$ cat config.mk
export PLATFORM = sky130hd
export DESIGN_NAME = i2c_ctl_flags
export DESIGN_NICKNAME = d
export VERILOG_FILES = /design/src/rtl/i2c_cf_pkg.sv /design/src/rtl/i2c_cf_flags.sv /design/src/rtl/i2c_cf_ack.sv /design/src/rtl/i2c_cf_bus.sv /design/src/rtl/i2c_ctl_flags.sv
export SDC_FILE = /design/constraint.sdc
export NUM_CORES = 1
export LEC_CHECK = 0
export CORE_MARGIN = 10
export CORE_UTILIZATION = 15
export CTS_BUF_LIST = sky130_fd_sc_hd__clkbuf_16
export DETAILED_ROUTE_END_ITERATION = 12
export PLACE_DENSITY = 0.71
export SLEW_MARGIN = 30
export SYNTH_ARGS = -nofsm -noshare
export SYNTH_HDL_FRONTEND = slang
export SYNTH_SLANG_ARGS = --single-unit
$ cat constraint.sdc
create_clock -name clk -period 1.2 [get_ports clk]
set_clock_uncertainty 0.05 [all_clocks]
set_input_delay 0.36 -clock clk [delete_from_list [all_inputs] [get_ports clk]]
set_output_delay 0.36 -clock clk [all_outputs]
set_load 0.005 [all_outputs]
$ cat src/rtl/i2c_cf_pkg.sv
`timescale 1ns/1ps
package i2c_cf_pkg;
  localparam int REG_W   = 8;
  localparam int AA_POS  = 2;
  localparam int SI_POS  = 3;
  localparam int STO_POS = 4;

  typedef enum logic [1:0] {
    RXM_NONE = 2'd0,
    RXM_MST  = 2'd1,
    RXM_SLV  = 2'd2,
    RXM_IDLE = 2'd3
  } rx_mode_e;

  // next value of a software flag: clear beats set
  function automatic logic sw_flag_next(input logic cur, input logic set_b,
                                        input logic clr_b);
    return (cur | set_b) & ~clr_b;
  endfunction

  // does the current bus event need an acknowledge-slot decision
  function automatic logic ack_due(input logic own, input logic gc,
                                   input logic gc_en, input logic drx,
                                   input rx_mode_e mode);
    logic rx_ok;
    rx_ok = (mode == RXM_MST) || (mode == RXM_SLV);
    return own | (gc & gc_en) | (drx & rx_ok);
  endfunction
endpackage

$ cat src/rtl/i2c_cf_flags.sv
`timescale 1ns/1ps
module i2c_cf_flags (
  input  logic clk,
  input  logic rst_n,
  input  logic set_aa,
  input  logic set_si,
  input  logic set_sto,
  input  logic clr_aa,
  input  logic clr_si,
  input  logic si_event,
  input  logic sto_hw_clr,
  output logic aa_q,
  output logic si_q,
  output logic sto_q
);
  import i2c_cf_pkg::*;

  logic aa_d, si_d, sto_d;

  always_comb begin
    aa_d  = sw_flag_next(aa_q, set_aa, clr_aa);
    si_d  = si_event | sw_flag_next(si_q, set_si, clr_si);
    sto_d = set_sto | (sto_q & ~sto_hw_clr);
  end

  always_ff @(posedge clk) begin
    if (!rst_n) begin
      aa_q  <= 1'b0;
      si_q  <= 1'b0;
      sto_q <= 1'b0;
    end else begin
      aa_q  <= aa_d;
      si_q  <= si_d;
      sto_q <= sto_d;
    end
  end
endmodule

$ cat src/rtl/i2c_cf_ack.sv
`timescale 1ns/1ps
module i2c_cf_ack (
  input  logic       aa_q,
  input  logic       own_addr,
  input  logic       gen_call,
  input  logic       gc_enable,
  input  logic       data_rx,
  input  logic [1:0] rx_mode,
  output logic       ack_valid,
  output logic       ack_sda
);
  import i2c_cf_pkg::*;

  always_comb begin
    ack_valid = ack_due(own_addr, gen_call, gc_enable, data_rx, rx_mode_e'(rx_mode));
    ack_sda   = ack_valid ? ~aa_q : 1'b1;
  end
endmodule

$ cat src/rtl/i2c_cf_bus.sv
`timescale 1ns/1ps
module i2c_cf_bus (
  input  logic si_q,
  input  logic sto_q,
  input  logic is_master,
  input  logic scl_high,
  input  logic stop_seen,
  output logic scl_hold,
  output logic stop_req,
  output logic slave_recover,
  output logic sto_hw_clr
);
  always_comb begin
    scl_hold      = si_q & ~scl_high;
    stop_req      = sto_q & is_master;
    slave_recover = sto_q & ~is_master;
    sto_hw_clr    = is_master ? (sto_q & stop_seen) : sto_q;
  end
endmodule

$ cat src/rtl/i2c_ctl_flags.sv
`timescale 1ns/1ps
module i2c_ctl_flags #(
  parameter int          STATE_W   = 8,
  parameter logic [7:0]  IDLE_CODE = 8'hF8
) (
  input  logic               clk,
  input  logic               rst_n,
  input  logic               set_we,
  input  logic [7:0]         set_data,
  input  logic               clr_we,
  input  logic [7:0]         clr_data,
  output logic [7:0]         ctl_rdata,
  input  logic               ev_state_chg,
  input  logic [STATE_W-1:0] ev_state_code,
  input  logic               ev_own_addr,
  input  logic               ev_gen_call,
  input  logic               gc_enable,
  input  logic               ev_data_rx,
  input  logic [1:0]         rx_mode,
  input  logic               is_master,
  input  logic               scl_high,
  input  logic               stop_seen,
  output logic               scl_hold,
  output logic               stop_req,
  output logic               slave_recover,
  output logic               ack_valid,
  output logic               ack_sda
);
  import i2c_cf_pkg::*;

  localparam logic [REG_W-1:0] SET_MASK = REG_W'((1 << AA_POS) | (1 << SI_POS) | (1 << STO_POS));
  localparam logic [REG_W-1:0] CLR_MASK = REG_W'((1 << AA_POS) | (1 << SI_POS));
  localparam logic [STATE_W-1:0] IDLE_ST = STATE_W'(IDLE_CODE);

  // named internal events, visible to the bound checker
  logic [REG_W-1:0] set_hit, clr_hit;
  logic si_event, si_sw_clr, sto_hw_clr;
  logic aa_q, si_q, sto_q;
  logic unused_rsvd;

  assign set_hit     = set_we ? (set_data & SET_MASK) : '0;
  assign clr_hit     = clr_we ? (clr_data & CLR_MASK) : '0;
  assign unused_rsvd = ^{set_hit & ~SET_MASK, clr_hit & ~CLR_MASK};
  assign si_event    = ev_state_chg && (ev_state_code != IDLE_ST);
  assign si_sw_clr   = clr_hit[SI_POS];

  i2c_cf_flags u_flags (
    .clk        (clk),
    .rst_n      (rst_n),
    .set_aa     (set_hit[AA_POS]),
    .set_si     (set_hit[SI_POS]),
    .set_sto    (set_hit[STO_POS]),
    .clr_aa     (clr_hit[AA_POS]),
    .clr_si     (si_sw_clr),
    .si_event   (si_event),
    .sto_hw_clr (sto_hw_clr),
    .aa_q       (aa_q),
    .si_q       (si_q),
    .sto_q      (sto_q)
  );

  i2c_cf_ack u_ack (
    .aa_q      (aa_q),
    .own_addr  (ev_own_addr),
    .gen_call  (ev_gen_call),
    .gc_enable (gc_enable),
    .data_rx   (ev_data_rx),
    .rx_mode   (rx_mode),
    .ack_valid (ack_valid),
    .ack_sda   (ack_sda)
  );

  i2c_cf_bus u_bus (
    .si_q          (si_q),
    .sto_q         (sto_q),
    .is_master     (is_master),
    .scl_high      (scl_high),
    .stop_seen     (stop_seen),
    .scl_hold      (scl_hold),
    .stop_req      (stop_req),
    .slave_recover (slave_recover),
    .sto_hw_clr    (sto_hw_clr)
  );

  // read-back: flag bits at their positions, reserved bits tied to 0
  for (genvar b = 0; b < REG_W; b++) begin : g_rd
    if (b == AA_POS)       begin : g_aa  assign ctl_rdata[b] = aa_q;  end
    else if (b == SI_POS)  begin : g_si  assign ctl_rdata[b] = si_q;  end
    else if (b == STO_POS) begin : g_sto assign ctl_rdata[b] = sto_q; end
    else                   begin : g_rs  assign ctl_rdata[b] = 1'b0;  end
  end
endmodule

==> qor.txt <==
result of the run -> finished, violations left
violated checks -> negative setup slack
DRC marker count from the first detailed-route iteration -> 1
Hold Path End -> u_flags.si_q
average footprint of a synthesized cell -> 7.24 um^2
startpoint of the lowest-slack hold path -> ev_state_code[0]
mean number of vias per cell -> 3.88
CTS Root Cell -> sky130_fd_sc_hd__clkbuf_16
category of the most critical setup path -> input port to primary output
post-synthesis cell area -> 239 um^2
number of synthesized register bits -> 3
library cell with the largest summed area after synthesis -> sky130_fd_sc_hd__dfxtp_1
synthesis warning total -> 0
number of setup violations in the final report -> 3
Async S/R FF share, synth -> 0%
largest vdd supply drop -> 0.702 mV
max-capacitance violation count -> 0
area of the core -> 1510 um^2
layout cells sized above 1 -> 31.9%
leak pwr -> 0.000286 uW
number of global-route vias before repair -> 355
initial cell density of the core -> 15.9%
Fin. Hold Viols -> 0
number of buffers added by the clock tree synthesis step -> 3
minimum clock period -> 1.48 ns
data required time at the worst endpoint -> 0.79 ns
share of the core filled with cells -> 39.3%
width of the die -> 59.9 um
Bufs on Longest Clock Path -> 2
share of Yosys cell area claimed by the top area cell type -> 25.1%
growth of design area from synthesis to finish -> 148%
initial antenna violation count -> 0
DRC viols -> 0
Crit path arrival time -> 1.07 ns
clk sinks -> 3
remaining number of nets flagged by the antenna check after routing -> 0
pin count of the biggest net entering global routing -> 5
antenna diode count -> 0
Gate Count Post-Synth -> 33
clock tree from TritonCTS -> done
wire length of the first global-routing pass -> 1.66 mm
post-cts hold buffer count -> 0
Routed Wire Length -> 1.10 mm
total of buffers placed on input and output ports -> 34
capturing element type of the critical path -> primary output
Cell Rows -> 14
setup repair after global routing missed its margin -> yes
RR Endpoint -> u_flags.sto_q
number of flops mapped to enable cells by yosys -> 0
final setup slack of the worst path -> -0.283 ns
vertical die dimension -> 59.9 um
number of distinct library cells after synthesis -> 16
number of vias after detailed routing -> 330
primary flip-flop cell chosen by synthesis mapping -> sky130_fd_sc_hd__dfxtp_1
clock latency on the worst-skew pair -> 0.22 ns
sequential share of the synthesized area -> 25.1%
final net count -> 108
Routability Congestion -> 0.539
reg-to-reg critical path startpoint -> u_flags.sto_q
level count of the clock H-tree -> 1
largest driver fanout on the critical path -> 2
startpoint types -> input port
FF-to-FF setup slack -> 0.29 ns
Die ar. -> 3590 um^2
GR Overflow Total -> 0
pins over their slew limit -> 0
IO Pins -> 51
Global Route Usage Sum -> 6.50%
cell area power density -> 1270 nW/um^2
top achievable clock speed -> 674 MHz
clock-pin slew reported for the worst setup and hold paths after clock tree synthesis -> 0.03 ns
area of all placed cells without fillers -> 592 um^2
top area cells in the synthesized netlist -> sky130_fd_sc_hd__dfxtp_1 25%, sky130_fd_sc_hd__buf_4 25%, sky130_fd_sc_hd__nand2_1 11%
routed wirelength normalized by instance count -> 13.0 um
Hold Crit Class -> input port to flip-flop
first-pass iteration count of the detailed router -> 2
WHS Path Cells -> 4
period utilisation layout -> 124%
cell count of the worst reg-to-reg path -> 4
post-place instance area -> 562 um^2
[worst max-delay path: stages]
cell,delay (ns)
sky130_fd_sc_hd__dlygate4sd2_1,0.23
sky130_fd_sc_hd__a221o_1,0.32
sky130_fd_sc_hd__nand2_1,0.06
sky130_fd_sc_hd__buf_2,0.10
[timing repair]
action	4_1_cts	5_1_grt
gates resized for setup	55	7
setup endpoints to repair	9	7
pin swaps	6	5
buffers inserted	0	1
[per-stage QoR]
step | TNS [ns] | hold WS (ns) | power [uW] | setup slack, ns | cells
finish | -0.549 | 0.432 | 751 | -0.283 | 85
global route | -0.645 | 0.461 | 781 | -0.307 | 85
CTS | -0.594 | 0.455 | 761 | -0.310 | 84
detailed placement | -4.65 | 0.460 | 265 | -1.02 | 80
global placement | -4.57 | 0.453 | 263 | -0.992 | 80
floorplan | -0.173 | 0.424 | 162 | -0.0992 | 37
[state kept, by name, indices dropped and copies added (netlist names)]
signal         cells
u_flags.aa_q       1
u_flags.si_q       1
u_flags.sto_q      1
[cell usage after synthesis (2+ instances only)]
master,count
sky130_fd_sc_hd__buf_4,8
sky130_fd_sc_hd__dfxtp_1,3
sky130_fd_sc_hd__nand2_1,7
sky130_fd_sc_hd__nor2b_1,2
sky130_fd_sc_hd__a21oi_1,2
[where the power goes]
group / switching (uW) / internal (uW) / total [uW] / leakage [uW]
sequential: 4.92 / 109 / 114 / 0.0000254
clock: 83.3 / 429 / 512 / 0.0000423
combinational: 37.6 / 88.1 / 126 / 0.000218
total: 126 / 626 / 751 / 0.000286
[how the worst max path moves through the flow]
| stage | start | to | slack [ns] | cells past startpoint |
|---|---|---|---|---|
| after floorplan | rx_mode[0] | ack_sda | -0.1 | 3 |
| after global placement | rx_mode[0] | ack_sda | -0.99 | 5 |
| after detailed placement | rx_mode[0] | ack_sda | -1.02 | 5 |
| after CTS | rx_mode[1] | ack_sda | -0.31 | 5 |
| after global routing | rx_mode[1] | ack_sda | -0.31 | 5 |
| final | gc_enable | ack_sda | -0.28 | 4 |
[area by class of cell]
cell class / instances / area [um^2]
Clock buffer: 3 / 75.1
Clock inverter: 1 / 3.75
Fill cell: 164 / 915
Inverter: 1 / 3.75
Multi-Input combinational cell: 25 / 133
Sequential cell: 3 / 62.6
Tap cell: 16 / 20.0
Timing Repair Buffer: 36 / 294
[logic make-up (layout without fill, tap and decap cells)]
family,after synthesis,after routing,synth area share [%]
other,1,5,1.57
and+or+nand+nor,13,13,27.2
DFF,3,3,25.1
buffers and inverters,9,41,26.7
xor gates and xnor gates,1,1,3.67
AOI/OAI and AO/OA,6,6,15.7
[metal layers]
layer / share of wire, % / track usage [%]
met1: 33 / 4.98
met2: 49 / 10.6
met3: 14 / 4.03
met4: 3.8 / 6.73
met5: 0 / 0
[cells in the final DEF, fill, tap and decap left out, drive strengths merged]
cell,instances
clkdlybuf4s50,14
buf,12
nand2,7
clkbuf,6
conb,5
clkdlybuf4s15,5
dfxtp,3
nor2b,2
a21oi,2
dlygate4sd2,2
inv,2
o21ai,2
xor2,1
a221o,1
nor2,1
and2,1
nand4,1
or4b,1
o211ai,1
Note: power is estimated with default switching activity, not from simulation.
